$ cat src/rtl/i2c_tri_pkg.sv
package i2c_tri_pkg;
  localparam int BYTE_W = 8;

  typedef enum logic [2:0] {
    ST_IDLE, ST_RX, ST_ACK, ST_TX, ST_MACK
  } busState_e;

  typedef enum logic [1:0] {
    TGT_MEM, TGT_WP, TGT_SNS, TGT_NONE
  } target_e;

  typedef struct packed {
    logic shiftIn;
    logic shiftOut;
    logic latchAddr;
    logic dataWr;
    logic loadTx;
  } ctrlStb_t;
endpackage

$ cat src/rtl/i2c_tri_ctrl.sv
module i2c_tri_ctrl
  import i2c_tri_pkg::*;
(
  input  logic     clk,
  input  logic     rstN,
  input  logic     sclIn,
  input  logic     sdaIn,
  input  logic     addrMatch,
  input  logic     rnw,
  input  logic     txBit,
  output ctrlStb_t stb,
  output logic     sdaOe
);
  localparam int CNT_W = $clog2(BYTE_W + 1);
  localparam logic [CNT_W-1:0] FULL = CNT_W'(BYTE_W);
  localparam logic [CNT_W-1:0] LAST = CNT_W'(BYTE_W - 1);

  busState_e state;
  logic [CNT_W-1:0] bitCnt;
  logic sclQ, sdaQ, isAddr, mAck;
  logic sclRise, sclFall, startDet, stopDet;

  assign sclRise  = sclIn & ~sclQ;
  assign sclFall  = ~sclIn & sclQ;
  assign startDet = sclIn & sclQ & sdaQ & ~sdaIn;
  assign stopDet  = sclIn & sclQ & ~sdaQ & sdaIn;

  assign sdaOe = (state == ST_ACK) | ((state == ST_TX) & ~txBit);

  always_comb begin
    stb = '0;
    unique case (state)
      ST_RX: begin
        stb.shiftIn = sclRise && (bitCnt != FULL);
        if (sclFall && bitCnt == FULL) begin
          stb.latchAddr = isAddr && addrMatch;
          stb.dataWr    = !isAddr;
        end
      end
      ST_ACK:  stb.loadTx   = sclFall && rnw;
      ST_TX:   stb.shiftOut = sclFall && (bitCnt != LAST);
      ST_MACK: stb.loadTx   = sclFall && mAck;
      default: ;
    endcase
    if (startDet || stopDet) stb = '0;
  end

  always_ff @(posedge clk) begin
    if (!rstN) begin
      state <= ST_IDLE; bitCnt <= '0; sclQ <= 1'b1; sdaQ <= 1'b1;
      isAddr <= 1'b0; mAck <= 1'b0;
    end else begin
      sclQ <= sclIn;
      sdaQ <= sdaIn;
      if (startDet) begin
        state <= ST_RX; bitCnt <= '0; isAddr <= 1'b1;
      end else if (stopDet) begin
        state <= ST_IDLE; bitCnt <= '0;
      end else begin
        unique case (state)
          ST_RX: begin
            if (sclRise && bitCnt != FULL) bitCnt <= bitCnt + 1'b1;
            if (sclFall && bitCnt == FULL) begin
              state  <= (isAddr && !addrMatch) ? ST_IDLE : ST_ACK;
              isAddr <= 1'b0;
            end
          end
          ST_ACK: if (sclFall) begin
            bitCnt <= '0;
            state  <= rnw ? ST_TX : ST_RX;
          end
          ST_TX: if (sclFall) begin
            if (bitCnt == LAST) state <= ST_MACK;
            else bitCnt <= bitCnt + 1'b1;
          end
          ST_MACK: begin
            if (sclRise) mAck <= ~sdaIn;
            if (sclFall) begin
              bitCnt <= '0;
              state  <= mAck ? ST_TX : ST_IDLE;
            end
          end
          default: ;
        endcase
      end
    end
  end

  // a new SDA pull may only begin while SCL is low
  a_r11_pull_scl_low: assert property (@(posedge clk) disable iff (!rstN)
    $rose(sdaOe) |-> !sclIn);
  // a mismatched address leaves the slave idle and SDA released
  a_r1_nomatch_idle: assert property (@(posedge clk) disable iff (!rstN)
    (state == ST_RX && isAddr && sclFall && bitCnt == FULL && !addrMatch && !startDet && !stopDet)
      |=> (state == ST_IDLE && !sdaOe));
  // STOP returns to idle with SDA released
  a_r9_stop_idle: assert property (@(posedge clk) disable iff (!rstN)
    stopDet |=> (state == ST_IDLE && !sdaOe));
  // master NoAck releases SDA
  a_r8_nack_release: assert property (@(posedge clk) disable iff (!rstN)
    (state == ST_MACK && sclFall && !mAck && !startDet && !stopDet) |=> !sdaOe);
endmodule

$ cat src/rtl/i2c_tri_dp.sv
module i2c_tri_dp
  import i2c_tri_pkg::*;
#(
  parameter logic [3:0] MEM_CODE = 4'b1010,
  parameter logic [3:0] WP_CODE  = 4'b0110,
  parameter logic [3:0] SNS_CODE = 4'b0011,
  parameter int STRAP_W = 3
) (
  input  logic                clk,
  input  logic                rstN,
  input  ctrlStb_t            stb,
  input  logic                sdaIn,
  input  logic [STRAP_W-1:0]  strap,
  output logic                addrMatch,
  output logic                rnw,
  output logic                txBit,
  output logic                memWrStb,
  output logic                memRdStb,
  output logic [BYTE_W-1:0]   busWdata,
  input  logic [BYTE_W-1:0]   memRdata,
  output logic                wpCmdStb,
  output logic                wpCmdRnw,
  input  logic [BYTE_W-1:0]   wpRdata,
  output logic [BYTE_W-1:0]   snsPtr,
  output logic                snsWrStb,
  output logic [2*BYTE_W-1:0] snsWdata,
  input  logic [2*BYTE_W-1:0] snsRdata
);
  localparam int CODE_W = BYTE_W - 1 - STRAP_W;

  logic [BYTE_W-1:0] sr, hold, ptr, txByte;
  target_e tgt, decTgt;
  logic firstData, hiPend, rdLo;
  logic [CODE_W-1:0] codeF;

  assign codeF = sr[BYTE_W-1 -: CODE_W];

  always_comb begin
    if (codeF == MEM_CODE)      decTgt = TGT_MEM;
    else if (codeF == WP_CODE)  decTgt = TGT_WP;
    else if (codeF == SNS_CODE) decTgt = TGT_SNS;
    else                        decTgt = TGT_NONE;
  end

  assign addrMatch = (sr[STRAP_W:1] == strap) && (decTgt != TGT_NONE);

  always_comb begin
    unique case (tgt)
      TGT_MEM: txByte = memRdata;
      TGT_WP:  txByte = wpRdata;
      TGT_SNS: txByte = rdLo ? snsRdata[BYTE_W-1:0] : snsRdata[2*BYTE_W-1:BYTE_W];
      default: txByte = '1;
    endcase
  end

  always_ff @(posedge clk) begin
    if (!rstN) begin
      sr <= '0; hold <= '0; ptr <= '0; tgt <= TGT_NONE; rnw <= 1'b0;
      firstData <= 1'b0; hiPend <= 1'b0; rdLo <= 1'b0;
    end else begin
      if (stb.shiftIn)  sr <= {sr[BYTE_W-2:0], sdaIn};
      if (stb.shiftOut) sr <= {sr[BYTE_W-2:0], 1'b1};
      if (stb.loadTx) begin
        sr <= txByte;
        if (tgt == TGT_SNS) rdLo <= ~rdLo;
      end
      if (stb.latchAddr) begin
        tgt <= decTgt; rnw <= sr[0];
        firstData <= 1'b1; hiPend <= 1'b0; rdLo <= 1'b0;
      end
      if (stb.dataWr) begin
        firstData <= 1'b0;
        if (tgt == TGT_SNS) begin
          if (firstData)    ptr <= sr;
          else if (!hiPend) begin hold <= sr; hiPend <= 1'b1; end
          else              hiPend <= 1'b0;
        end
      end
    end
  end

  assign txBit    = sr[BYTE_W-1];
  assign busWdata = sr;
  assign memWrStb = stb.dataWr && tgt == TGT_MEM;
  assign memRdStb = stb.loadTx && tgt == TGT_MEM;
  assign wpCmdStb = stb.latchAddr && decTgt == TGT_WP;
  assign wpCmdRnw = sr[0];
  assign snsWrStb = stb.dataWr && tgt == TGT_SNS && !firstData && hiPend;
  assign snsWdata = {hold, sr};
  assign snsPtr   = ptr;

  // at most one target strobe per cycle
  a_r2_one_strobe: assert property (@(posedge clk) disable iff (!rstN)
    $onehot0({memWrStb, memRdStb, wpCmdStb, snsWrStb}));
  // re-decoding an address never disturbs the pointer
  a_r7_ptr_kept: assert property (@(posedge clk) disable iff (!rstN)
    stb.latchAddr |=> $stable(ptr));
  // a sensor word write closes the high/low pair
  a_r5_pair_close: assert property (@(posedge clk) disable iff (!rstN)
    snsWrStb |=> !hiPend);
endmodule

$ cat src/rtl/i2c_tri_slave.sv
module i2c_tri_slave
  import i2c_tri_pkg::*;
#(
  parameter logic [3:0] MEM_CODE = 4'b1010,
  parameter logic [3:0] WP_CODE  = 4'b0110,
  parameter logic [3:0] SNS_CODE = 4'b0011
) (
  input  logic        clk,
  input  logic        rstN,
  input  logic        sclIn,
  input  logic        sdaIn,
  input  logic [2:0]  strap,
  output logic        sdaOe,
  output logic        memWrStb,
  output logic        memRdStb,
  output logic [7:0]  busWdata,
  input  logic [7:0]  memRdata,
  output logic        wpCmdStb,
  output logic        wpCmdRnw,
  input  logic [7:0]  wpRdata,
  output logic [7:0]  snsPtr,
  output logic        snsWrStb,
  output logic [15:0] snsWdata,
  input  logic [15:0] snsRdata
);
  ctrlStb_t stb;
  logic addrMatch, rnw, txBit;

  i2c_tri_ctrl uCtrl (
    .clk, .rstN, .sclIn, .sdaIn, .addrMatch, .rnw, .txBit, .stb, .sdaOe
  );

  i2c_tri_dp #(.MEM_CODE(MEM_CODE), .WP_CODE(WP_CODE), .SNS_CODE(SNS_CODE), .STRAP_W(3)) uDp (
    .clk, .rstN, .stb, .sdaIn, .strap, .addrMatch, .rnw, .txBit,
    .memWrStb, .memRdStb, .busWdata, .memRdata, .wpCmdStb, .wpCmdRnw, .wpRdata,
    .snsPtr, .snsWrStb, .snsWdata, .snsRdata
  );
endmodule

$ cat config.mk
export PLATFORM = sky130hd
export DESIGN_NAME = i2c_tri_slave
export DESIGN_NICKNAME = d
export VERILOG_FILES = /design/src/rtl/i2c_tri_pkg.sv /design/src/rtl/i2c_tri_ctrl.sv /design/src/rtl/i2c_tri_dp.sv /design/src/rtl/i2c_tri_slave.sv
export SDC_FILE = /design/constraint.sdc
export NUM_CORES = 1
export LEC_CHECK = 0
export BUFFER_PORTS_ARGS = -buffer_cell sky130_fd_sc_hd__buf_2
export CAP_MARGIN = 30
export CORE_UTILIZATION = 45
export DETAILED_ROUTE_END_ITERATION = 8
export PLACE_DENSITY = 0.77
export SETUP_SLACK_MARGIN = 0.3
export SLEW_MARGIN = 40
export SYNTH_ARGS = -nofsm -noshare
export SYNTH_HDL_FRONTEND = slang
export SYNTH_SLANG_ARGS = --single-unit
export TNS_END_PERCENT = 20
$ cat constraint.sdc
create_clock -name clk -period 2.4 [get_ports clk]
set_clock_uncertainty 0.05 [all_clocks]
set_input_delay 0.12 -clock clk [delete_from_list [all_inputs] [get_ports clk]]
set_output_delay 0.12 -clock clk [all_outputs]
set_load 0.01 [all_outputs]
==> results of run 1 <==
[stage by stage]
step | total power, mW | instances | worst slack (ns) | hold WS [ns]
2_1_floorplan | 0.750 | 289 | 0.510 | 0.171
6_report | 1.23 | 417 | 0.334 | 0.0713
4_1_cts | 1.25 | 417 | 0.336 | 0.0605
3_5_place_dp | 0.789 | 409 | 0.383 | 0.371
5_1_grt | 1.29 | 417 | 0.241 | 0.0679
3_3_place_gp | 0.788 | 409 | 0.433 | 0.366
[power by group]
part           internal [mW]  switching (mW)
clock                  0.206           0.254
sequential             0.683         0.00569
combinational         0.0422          0.0425
total                  0.932           0.303
[routing by layer]
| layer | routed length, um | share of wire |
|---|---|---|
| met4 | 76 | 0.013 |
| met2 | 2650 | 0.45 |
| met3 | 372 | 0.063 |
| met5 | 0 | 0 |
| met1 | 2820 | 0.48 |
[cell families after synthesis]
group / share of synthesized area
adder cells (fa/ha/maj): 0.0102
flip-flops: 0.333
XOR/XNOR: 0.0426
AND/OR/NAND/NOR: 0.218
buffers and inverters: 0.0817
AO/OA/AOI/OAI: 0.172
multiplexers: 0.142
[sequential cells by signal, indices dropped and copies added (netlist names), 2 cells and up]
signal	flops
uCtrl.state	3
uDp.hold	8
uDp.snsPtr	8
uDp.busWdata	8
uCtrl.bitCnt	4
uDp.tgt	2
[synth_stat cells (3+ instances only)]
cell      instances
buf_2             8
inv_1             5
a21oi_1          25
nor3_1            3
xor2_1            3
nand2_1          15
nor2_1           29
mux2i_1          35
xnor2_1           9
and3_1            4
clkbuf_1         11
a211oi_1          9
nand2b_1          5
nor2b_1           9
nand3_1           5
dfxtp_1          41
o21ai_0          10
o31ai_1           7
o22ai_1           3
buf_4            10
[worst max path at each step]
stage	startpoint	cells past startpoint	slack [ns]	end
after floorplan	uCtrl.bitCnt[0]$_SDFFE_PP0P_	8	0.51	uDp.hold[0]$_SDFFE_PN0P_
after global placement	uCtrl.bitCnt[0]$_SDFFE_PP0P_	7	0.43	uDp.hold[7]$_SDFFE_PN0P_
after CTS	uCtrl.state[2]$_SDFFE_PP0P_	5	0.34	memRdStb
after detailed placement	uCtrl.bitCnt[0]$_SDFFE_PP0P_	7	0.38	uDp.hold[1]$_SDFFE_PN0P_
after global routing	uCtrl.bitCnt[0]$_SDFFE_PP0P_	7	0.24	uDp.hold[1]$_SDFFE_PN0P_
final	uCtrl.bitCnt[0]$_SDFFE_PP0P_	7	0.33	uDp.hold[1]$_SDFFE_PN0P_
[repair_timing]
action,4_1_cts,5_1_grt
hold buffers,0,0
gates resized for setup,0,3
setup endpoints to repair,0,19
[final cells by class]
type,instances,area [um^2]
Fill cell,514,2310
Multi-Input combinational cell,211,1450
Sequential cell,41,823
Timing Repair Buffer,82,425
Tap cell,70,87.6
Clock buffer,5,68.8
Clock inverter,3,22.5
Inverter,5,18.8
==> results.txt, run 1 <==
The final count of negative-setup-slack endpoints is 0. In the finished design, the share of the clock period the worst path needs comes to 0.861. At the end of the flow, the number of nets in the layout was 387. The global-route usage over all layers is 0.210. The first-pass GRT wire length is 9.94 mm.

The number of synthesized flops with an enable pin is 0. The signed area change from the synthesized netlist to the final layout came out at 17.4%. After synthesis, the cell types taking the most area are dfxtp_1 33%, mux2i_1 14%, a21oi_1 5.1%.

On the worst path, the slowest cell contributes a delay of 0.62 ns. In this run, the number of DRC markers left after iteration 0 of detailed routing was 146. Counting every net in the synthesized netlist gives 330.

In this run the critical register-to-register path is captured at uDp.hold[1]$_SDFFE_PN0P_. Buffers added to address setup during post-CTS repair amount to 0. CTS placed an instance of clkbuf_8 at the clock tree root. The synthesized area per cell is 8.53 um^2. The clock-pin slew of the registers on the worst-case setup and hold paths came out at 0.08 ns. dfxtp_1 takes more of the synthesized area than any other cell. The number of buffers created by CTS is 5. The fraction of synthesis flops using an asynchronous set or reset pin is 0. The total power per unit cell area is 426 mW/mm^2.

The part of the Yosys area used for sequential elements is 0.333. The critical setup path kind is flop to flop. The total number of clock tree sinks is 41. The length of the first detailed-routing pass in iterations is 4. The worst register-to-register path begins at uCtrl.bitCnt[0]$_SDFFE_PP0P_.

The worst min-delay path startpoint is sdaIn. Summed over all nets, the half-perimeter wirelength after detailed placement is 4.28 mm. For the pin with the worst max-slew slack, the measured transition is 0.696 ns.

For this run, global-route usage on met2 was measured as 0.334. The final antenna diode count came out at 0. The run finished with clean final reports. The critical path data required time is 2.52 ns.

In this run, synthesis produced a sequential element count of 41. In the final routed layout, each cell accounts on average for 14.2 um. The reg2reg setup slack came out at 0.33 ns.

The number of routed nets with antenna violations is 0. The cell area after technology mapping came out at 0.00246 mm^2. In the routed design, unresolved DRC markers number 0.

The library cell used most frequently in the layout, excluding fill and tap cells, is buf_2. In the layout the commonest cells are 76 x buf_2, 39 x dfxtp_1, 35 x mux2i_1. Setup repair after global routing could not meet its margin everywhere.

The height of the die came out at 76.0 um. The cell count of the worst hold path is 2. The chip width came out at 76.0 um. The number of buffers on the longest clock path is 2. The netlist uses 53 different library cells. The family with the most delay on the worst path is simple AND/OR/NAND/NOR gates. The arrival time reported for the critical path endpoint is 2.18 ns.

The deepest level of the CTS H-tree is 2. Row generation in the floorplan step produced 26 rows. The clock reaches the later pin of the worst-skew pair after 0.30 ns. STA classifies the critical path startpoint as a flop. The routed layout has 2268 vias. The path with the worst hold slack has its endpoint at uCtrl.sdaQ$_SDFF_PN1_. The count of boundary I/O pins came out at 77. Setup total negative slack on the finished layout was measured at 0 ns. The total count of max-transition violations in the final report is 0. The max-cap violation count came out at 0. The fraction of layout cells with a size suffix above 1 is 0.294. Input and output buffers added on the ports amount to 76. After technology mapping, the gate count stands at 289. The floorplan step defined a core boundary enclosing 0.00520 mm^2.

The remaining global-route overflow is 0. The die outline area is 0.00578 mm^2. The met1 demand-to-capacity share in global routing is 0.286. The weighted congestion reported at the end of routability-driven placement came out at 0.889. IR analysis of the VDD net gives a maximum drop of 375 uV. Traced cell by cell, the critical path runs through inv_1, ha_1, and3b_1, nand4_2, or4_4, mux2i_1, nor2_1.

Measured against its own limit, the worst slew margin works out to 0.530. The master of the slowest instance on the critical path is or4_4. The upper clock frequency limit came out at 0.484 GHz.

For this run, the leading register cell type out of synthesis is dfxtp_1. Along the worst path, the maximum fanout reaches 8. The initial core utilization is 0.474. Entering global routing, the biggest net connects 25 pins. The final wirelength is 5.92 mm. The number of buffers and inverters on the critical path came out at 1. Using the TritonRoute via totals, the vias-per-cell ratio works out to 5.44. The number of warnings issued by yosys is 0. The number of hold violations in the final report came to 0. For this design the static power due to leakage is 1.30 nW.

Of the post-synthesis cell area, the dominant cell type holds 0.333. The number of antenna violations at the first check in global routing came out at 0. The clock tree from TritonCTS is yes. With fillers left out, the area of the finished cells amounts to 0.00289 mm^2. The cell area after placement came out at 0.00280 mm^2.

The via count of the first global-routing pass came out at 2072. The min-delay analysis places its worst path in the category input pin to flop. The final critical path time including I/O delays and setup came out at 2.07 ns. STA classifies the critical path endpoint as a flop. The global routing stage identified its most utilized layer as met2.

The share of the core filled with cells came out at 0.556. The depth of the most critical reg-to-reg path came out at 7. For this run, global-route usage on met3 was measured as 0.0443.
No activity file was read; power rests on OpenSTA's default activity.
==> run 2: changes to the inputs <==
--- a/config.mk
+++ b/config.mk
@@ -14,5 +14,6 @@
 export SLEW_MARGIN = 40
 export SYNTH_ARGS = -nofsm -noshare
 export SYNTH_HDL_FRONTEND = slang
+export SYNTH_HIERARCHICAL = 1
 export SYNTH_SLANG_ARGS = --single-unit
 export TNS_END_PERCENT = 20
==> results.txt, run 2 <==
The routed design has 5.88 mm of wire. The total number of clock tree sinks is 41. Traced cell by cell, the critical path runs through inv_2, ha_4, nand3b_1, buf_4, nand3_1, inv_1, mux2_2, o311a_1. For this run, the leading register cell type out of synthesis is dfxtp_1. The kind of cell with the highest combined delay along the critical path is buffers and inverters. The maximum fanout along the worst path is 6. The fraction of layout cells with a size suffix above 1 is 0.370.

The arrival time reported for the critical path endpoint came out at 2.20 ns. Of the post-synthesis cell area, the part taken by muxes is 0.142. Once detail routing completed, the nets flagged for antenna violations numbered 0.

The proportion of netlist area held by the largest area contributor is 0.330. The total count of max-transition violations in the final report is 0. The setup total negative slack came out at 0 ns. The via count of the first global-routing pass is 2119. The via density per instance is 5.45. Of the synthesized area, sequential elements account for 0.330. The slowest stage of the critical path belongs to the cell mux2_2. The met2 demand-to-capacity share in global routing is 0.352. The transition time of the tightest slew-check pin came out at 0.668 ns. The main combinational cell family by area after synthesis is simple AND/OR/NAND/NOR gates. The post-synthesis share of cell area spent on full adders, half adders and majority gates is 0.0101. The number of buffers inserted by port buffering is 76.

After synthesis the netlist holds a flip-flop and latch count of 41. For this block, the initial DRC count from the detailed router was 131. The cell sitting at the root of the clock tree is a clkbuf_8. The worst slack on hold paths is 0.0268 ns. The hold-fix buffer count after cts came out at 0. The initial core utilization is 0.478. The detailed placer's ending HPWL is 4.13 mm.

The non-filler instance count after layout is 419. Entering global routing, the biggest net connects 43 pins. The final count of negative-setup-slack endpoints came out at 0. The synthesized area per cell came out at 8.98 um^2.

The clock reaches the later pin of the worst-skew pair after 0.29 ns. The deepest level of the CTS H-tree is 2. The signed area change from the synthesized netlist to the final layout came out at 22.7%.

The library cell used most frequently in the layout, excluding fill and tap cells, is buf_2. The die outline area is 0.00583 mm^2. The relative slew slack came out at 0.554. In the layout the commonest cells are 75 x buf_2, 34 x dfxtp_1, 33 x mux2i_1. The placement row count came out at 26. The final antenna diode count came out at 0. The number of hold violations in the final report is 0. Summed over all instances, the cell type with the most area after synthesis is dfxtp_1. The weighted congestion reported at the end of routability-driven placement is 0.828.

The net count of the mapped netlist came out at 318. The delay contributed by the slowest stage of the critical path came out at 0.36 ns. The critical path depth in cells is 8.

The total power per unit cell area is 441 mW/mm^2. The number of antenna violations at the first check in global routing came to 0. The upper clock frequency limit is 0.486 GHz.

By startpoint and endpoint, the worst setup path is classified as flop to flop. The number of placed cells counting well taps is 401. Setup repair after global routing could not meet its margin everywhere. Among all cell types in the netlist, the one instantiated most often is dfxtp_1.

The clock-pin slew of the registers on the worst-case setup and hold paths is 0.08 ns. The post-synthesis xor/xnor area fraction came out at 0.0282. The complex-gate fraction of the synthesized area came out at 0.152. The peak-usage layer in the global routing report is met2. Counting both buffers and inverters, the worst setup path holds a total of 3. The cell area after technology mapping came out at 0.00249 mm^2. The remaining global-route overflow came out at 0. The met3 usage in global routing came out at 0.0419. The critical path data required time is 2.54 ns.

The number of distinct standard cells referenced by the synthesized netlist is 56. The number of buffers created by CTS is 5. The first-pass GRT wire length is 9.91 mm. Summed over all cells, the static leakage comes to 1.34 nW. Before antenna repair, the detailed router went through 5 iterations. Ranked by total cell area, the synthesized netlist is headed by dfxtp_1 33%, mux2i_1 13%, nand2_1 3.3%. The cell count of the worst hold path came out at 2. The number of buffers on the longest clock path is 2. The clock tree from TritonCTS is yes.

In the synthesized netlist, the cells that appear most often are 41 x dfxtp_1, 33 x mux2i_1, 22 x nand2_1, 14 x o21ai_0. Counting cells, the worst reg-to-reg path comes to 8. For this run, the number of Yosys warnings is 6. The endpoint class of the critical path is a flop. The height of the die is 76.3 um. In the final routed layout, each cell accounts on average for 14.0 um.

The global-route usage over all layers came out at 0.205. The overall via count from detail_route came out at 2284. The type of the tightest min-delay check is input pin to flop. The gate count of the mapped netlist is 277. The peak supply drop came out at 238 uV. Of the available clock period, the critical path in the final layout requires 0.858. During I/O placement, the number of pins put on the boundary was 77. The launching element type of the critical path is a flop.

For this run, global-route usage on met1 was measured as 0.263. The fraction of synthesis flops using an asynchronous set or reset pin came out at 0. The net count of the finished layout came out at 389. The area inside the core boundary is 0.00520 mm^2.

The final critical path time including I/O delays and setup came out at 2.06 ns. The number of synthesized flops with an enable pin came out at 0. Of the total synthesized cell area, the portion taken by AND, OR, NAND and NOR gates is 0.245. The max-cap violation count is 0. The chip width came out at 76.3 um.

The number of DRC violations after detailed routing is 0. The flow ran to the end, and the final reports show no timing, DRC or antenna violations.
## run 2: changes by cell type after synthesis, sizes merged, moves of 4 or more
cell    before  now
a211oi       9    3
a21oi       25    9
a22oi        0   10
and3         4    9
nand2       15   22
nand3        5   12
nor2        31   12
nor2b       10    6
o21ai       10   15
o31ai        7    0
xnor2        9    5
## run 2: routing by layer
| metal | vias up | routed length, um |
|---|---|---|
| met5 | - | 0 |
| met4 | 0 | 58 |
| met3 | 9 | 285 |
| met2 | 75 | 2880 |
| met1 | 1071 | 2650 |
| li1 | 1129 | - |
## run 2: power breakdown
group | switching, mW | internal [mW] | total [mW]
Clock | 0.257 | 0.311 | 0.568
Combinational | 0.0461 | 0.0453 | 0.0914
Sequential | 0.00443 | 0.683 | 0.687
Total | 0.307 | 1.04 | 1.35
## run 2: repair_timing
action                     in CTS  in global routing
setup endpoints to repair      12                 21
setup buffers                   5                  5
cloned                          0                  0
resized for setup               9                 12
pin swaps                       1                  3
## run 2: through the flow
stage	util	total power, mW	area (um^2)	setup WS [ns]
after floorplan	-	0.751	2490	0.425
after global placement	0.540	0.792	2810	0.365
after detailed placement	0.540	0.793	2810	0.292
after CTS	0.575	1.36	2990	0.261
after global routing	0.586	1.41	3050	0.214
final	0.586	1.35	3050	0.341
## run 2: worst paths after layout
check        slack (ns)                      endpoint                          from
max                0.34  uDp/busWdata[0]$_SDFFE_PN0P_  uCtrl/bitCnt[1]$_SDFFE_PP0P_
max reg2reg        0.34  uDp/busWdata[0]$_SDFFE_PN0P_  uCtrl/bitCnt[1]$_SDFFE_PP0P_
min                0.03         uCtrl/sclQ$_SDFF_PN1_                         sclIn
min reg2reg        0.41      uDp/hold[4]$_SDFFE_PN0P_      uDp/hold[4]$_SDFFE_PN0P_
## run 2: area by class of cell
class | count | area (um^2)
clock buffers | 5 | 68.8
inverters | 7 | 26.3
repair buffers | 94 | 522
flip-flops and latches | 41 | 830
well taps | 70 | 87.6
multi-input cells | 199 | 1470
fillers | 480 | 2150
clock inverters | 3 | 46.3
## run 2: kinds of logic after synthesis
| logic type | Yosys count |
|---|---|
| AND/OR/NAND/NOR | 101 |
| AO/OA/AOI/OAI | 53 |
| flip-flops | 41 |
| buffers and inverters | 37 |
| multiplexers | 35 |
| XOR/XNOR | 8 |
| adder cells (fa/ha/maj) | 2 |
## run 2: worst register-to-register path: cells and delay by family, from the launching register on
family / cells / cell delay (ns)
fa+ha+maj: 1 / 0.14
flops: 1 / 0.35
compound gates: 1 / 0.28
buf+inv: 3 / 0.43
simple gates: 2 / 0.33
mux: 1 / 0.36
==> run 3: changes to the inputs <==
--- a/config.mk
+++ b/config.mk
@@ -8,6 +8,7 @@
 export BUFFER_PORTS_ARGS = -buffer_cell sky130_fd_sc_hd__buf_2
 export CAP_MARGIN = 30
 export CORE_UTILIZATION = 45
+export CTS_BUF_LIST = sky130_fd_sc_hd__clkbuf_4
 export DETAILED_ROUTE_END_ITERATION = 8
 export PLACE_DENSITY = 0.77
 export SETUP_SLACK_MARGIN = 0.3
==> results.txt, run 3 (same netlist as run 2, synthesis figures left out) <==
The run finished with clean final reports. The timing endpoint of the critical path is uDp/busWdata[5]$_SDFFE_PN0P_. The final antenna diode count came out at 0. The delay contributed by the slowest stage of the critical path came out at 0.37 ns. After detailed routing, the number of remaining DRC violations is 0. The critical path depth in cells is 9. The clock-pin slew of the registers on the worst-case setup and hold paths came out at 0.13 ns. The global-route usage over all layers came out at 0.206. The via count of the first global-routing pass came out at 2152. After floorplanning, the core was divided into 26 placement rows.

The clock drives 41 sinks. The initial utilization of the core area, before any placement, comes to 0.478. The filler cells instantiated in the layout total 479.

The static leakage came out at 1.36 nW. The critical path is of the flop to flop type. The peak supply drop is 197 uV.

The type of the tightest min-delay check is input pin to flop. The net count of the finished layout is 394. In this run the critical register-to-register path is launched from uCtrl/bitCnt[0]$_SDFFE_PP0P_. In the final routed layout, each cell accounts on average for 13.8 um. Of the cells placed in the final design, the portion with a size suffix greater than 1 is 0.362. The number of buffers and inverters on the critical path is 3. The total count of max-transition violations in the final report came to 0. The launching element type of the critical path is a flop.

Leaving out fill and tap cells, the most frequent cell in the layout is buf_2. TritonCTS built the clock tree. The overall via count from detail_route is 2290. For the worst setup path, the data arrival time is 2.37 ns.

The die outline area came out at 0.00583 mm^2. The count of boundary I/O pins came out at 77. The clock latency at the later pin of the worst-skew pair came out at 0.36 ns. The setup total negative slack is 0 ns.

The H-tree was split into 2 levels. The transition time of the tightest slew-check pin is 0.665 ns. The endpoint class of the critical path is a flop. The first-pass GRT wire length is 9.89 mm.

The most critical setup path has its startpoint at uCtrl/bitCnt[0]$_SDFFE_PP0P_. After the first detailed-routing iteration, the DRC count stood at 122. The library cells used most frequently in the layout, excluding fill and tap cells, are 75 x buf_2, 36 x dfxtp_1, 33 x mux2i_1.

From bottom edge to top edge, the die measures 76.3 um. The via density per instance came out at 5.40. Port buffering added 76 buffers. The weighted congestion reported at the end of routability-driven placement is 0.828. Setup violations remaining at the end of the flow were counted as 0. Setup slack on the worst reg-to-reg path comes out at 0.29 ns. The HPWL after detailed placement is 4.13 mm. The tool flagged a number of max-cap violations equal to 0. The final wirelength came out at 5.83 mm. Dividing the final minimum period by the clock period gives 0.881.

Setup repair after global routing could not meet its margin everywhere. The number of buffers created by CTS came out at 5. The critical path data required time is 2.66 ns.

The floorplan step defined a core boundary enclosing 0.00520 mm^2. Timing would allow up to 0.473 GHz. The number of routed nets with antenna violations came out at 0.

The floorplan step set the die width to 76.3 um. The endpoint of the worst register-to-register path is uDp/busWdata[5]$_SDFFE_PN0P_. Of all nets on the critical path, the largest fanout is 7. The total overflow left after global routing is 0. The final critical path time including I/O delays and setup came out at 2.11 ns. Traced cell by cell, the critical path runs through inv_2, ha_4, nand3b_1, buf_4, nand3_1, inv_1, or2_1, mux2i_1, and3_1.

The signed area change from the synthesized netlist to the final layout came out at 23.5%. The depth of the most critical reg-to-reg path came out at 9. Measured against its own limit, the worst slew margin works out to 0.556. The number of hold violations in the final report was 0. The number of antenna violations at the first check in global routing is 0.

For this run, the detailed router's first-pass iteration total came to 4. The share of the core filled with cells came out at 0.590. The largest individual stage delay along the critical path comes from the cell dfxtp_2. The largest net degree at the start of global routing is 43. The family with the most delay on the worst path is simple AND/OR/NAND/NOR gates.

CTS placed an instance of clkbuf_4 at the clock tree root. The number of buffers on the longest clock path came out at 2. Dividing total power by cell area gives a power density of 407 mW/mm^2.
-- run 3: cell types whose count changed in the layout (fill, tap and decap cells not counted), moves of 2 or more --
cell           change
clkbuf_4           +5
clkbuf_8           -5
buf_4              +2
dfxtp_1            +2
dfxtp_2            -2
dlygate4sd3_1      +2
-- run 3: how the worst min path moves through the flow --
stage / cells after the start / from / slack, ns / to
6_report: 3 / rstN / 0.06 / uCtrl/mAck$_SDFFE_PN0P_
3_3_place_gp: 2 / sclIn / 0.33 / uCtrl/sclQ$_SDFF_PN1_
2_1_floorplan: 1 / rstN / 0.14 / uCtrl/sdaQ$_SDFF_PN1_
3_5_place_dp: 2 / sclIn / 0.34 / uCtrl/sclQ$_SDFF_PN1_
5_1_grt: 3 / rstN / 0.07 / uCtrl/mAck$_SDFFE_PN0P_
4_1_cts: 3 / rstN / 0.05 / uCtrl/mAck$_SDFFE_PN0P_
-- run 3: layout make-up --
class,count,area [um^2],share of cell area
multi-input cells,199,1470,0.478
flip-flops and latches,41,827,0.269
clock buffers,5,37.5,0.0122
clock inverters,3,46.3,0.0151
well taps,70,87.6,0.0285
inverters,7,26.3,0.00856
repair buffers,99,577,0.188
-- run 3: per-stage QoR --
stage | hold WS, ns | cell area [um^2] | setup WS (ns) | power (mW) | std cells
6_report | 0.0634 | 3070 | 0.285 | 1.25 | 424
5_1_grt | 0.0735 | 3070 | 0.137 | 1.31 | 424
4_1_cts | 0.0451 | 3020 | 0.222 | 1.26 | 420
3_5_place_dp | 0.335 | 2810 | 0.292 | 0.793 | 401
3_3_place_gp | 0.330 | 2810 | 0.365 | 0.792 | 401
2_1_floorplan | 0.139 | 2490 | 0.425 | 0.751 | 277
-- run 3: where the power goes --
group	internal [mW]	leakage, nW	switching, mW
clock	0.221	0.0414	0.248
combinational	0.0474	0.983	0.0462
sequential	0.684	0.333	0.00442
-- run 3: worst reg2reg max path: cells and delay by family, from the launching register on --
kind | cells | cell delay [ns]
adders and majority gates | 1 | 0.15
and+or+nand+nor | 4 | 0.84
DFF | 1 | 0.37
buffers and inverters | 3 | 0.42
muxes | 1 | 0.23
-- run 3: routing by layer --
| layer | global-route usage | share of wire |
|---|---|---|
| met3 | 0.0371 | 0.043 |
| met5 | 0 | 0 |
| met4 | 0.0673 | 0.010 |
| met2 | 0.354 | 0.49 |
| met1 | 0.258 | 0.45 |
-- run 3: timing repair --
item / 4_1_cts / 5_1_grt
pin swaps: 3 / 2
hold buffers: 2 / 0
setup buffers: 9 / 4
hold endpoints to repair: 2 / 0
setup endpoints to repair: 13 / 21
resized for setup: 15 / 2
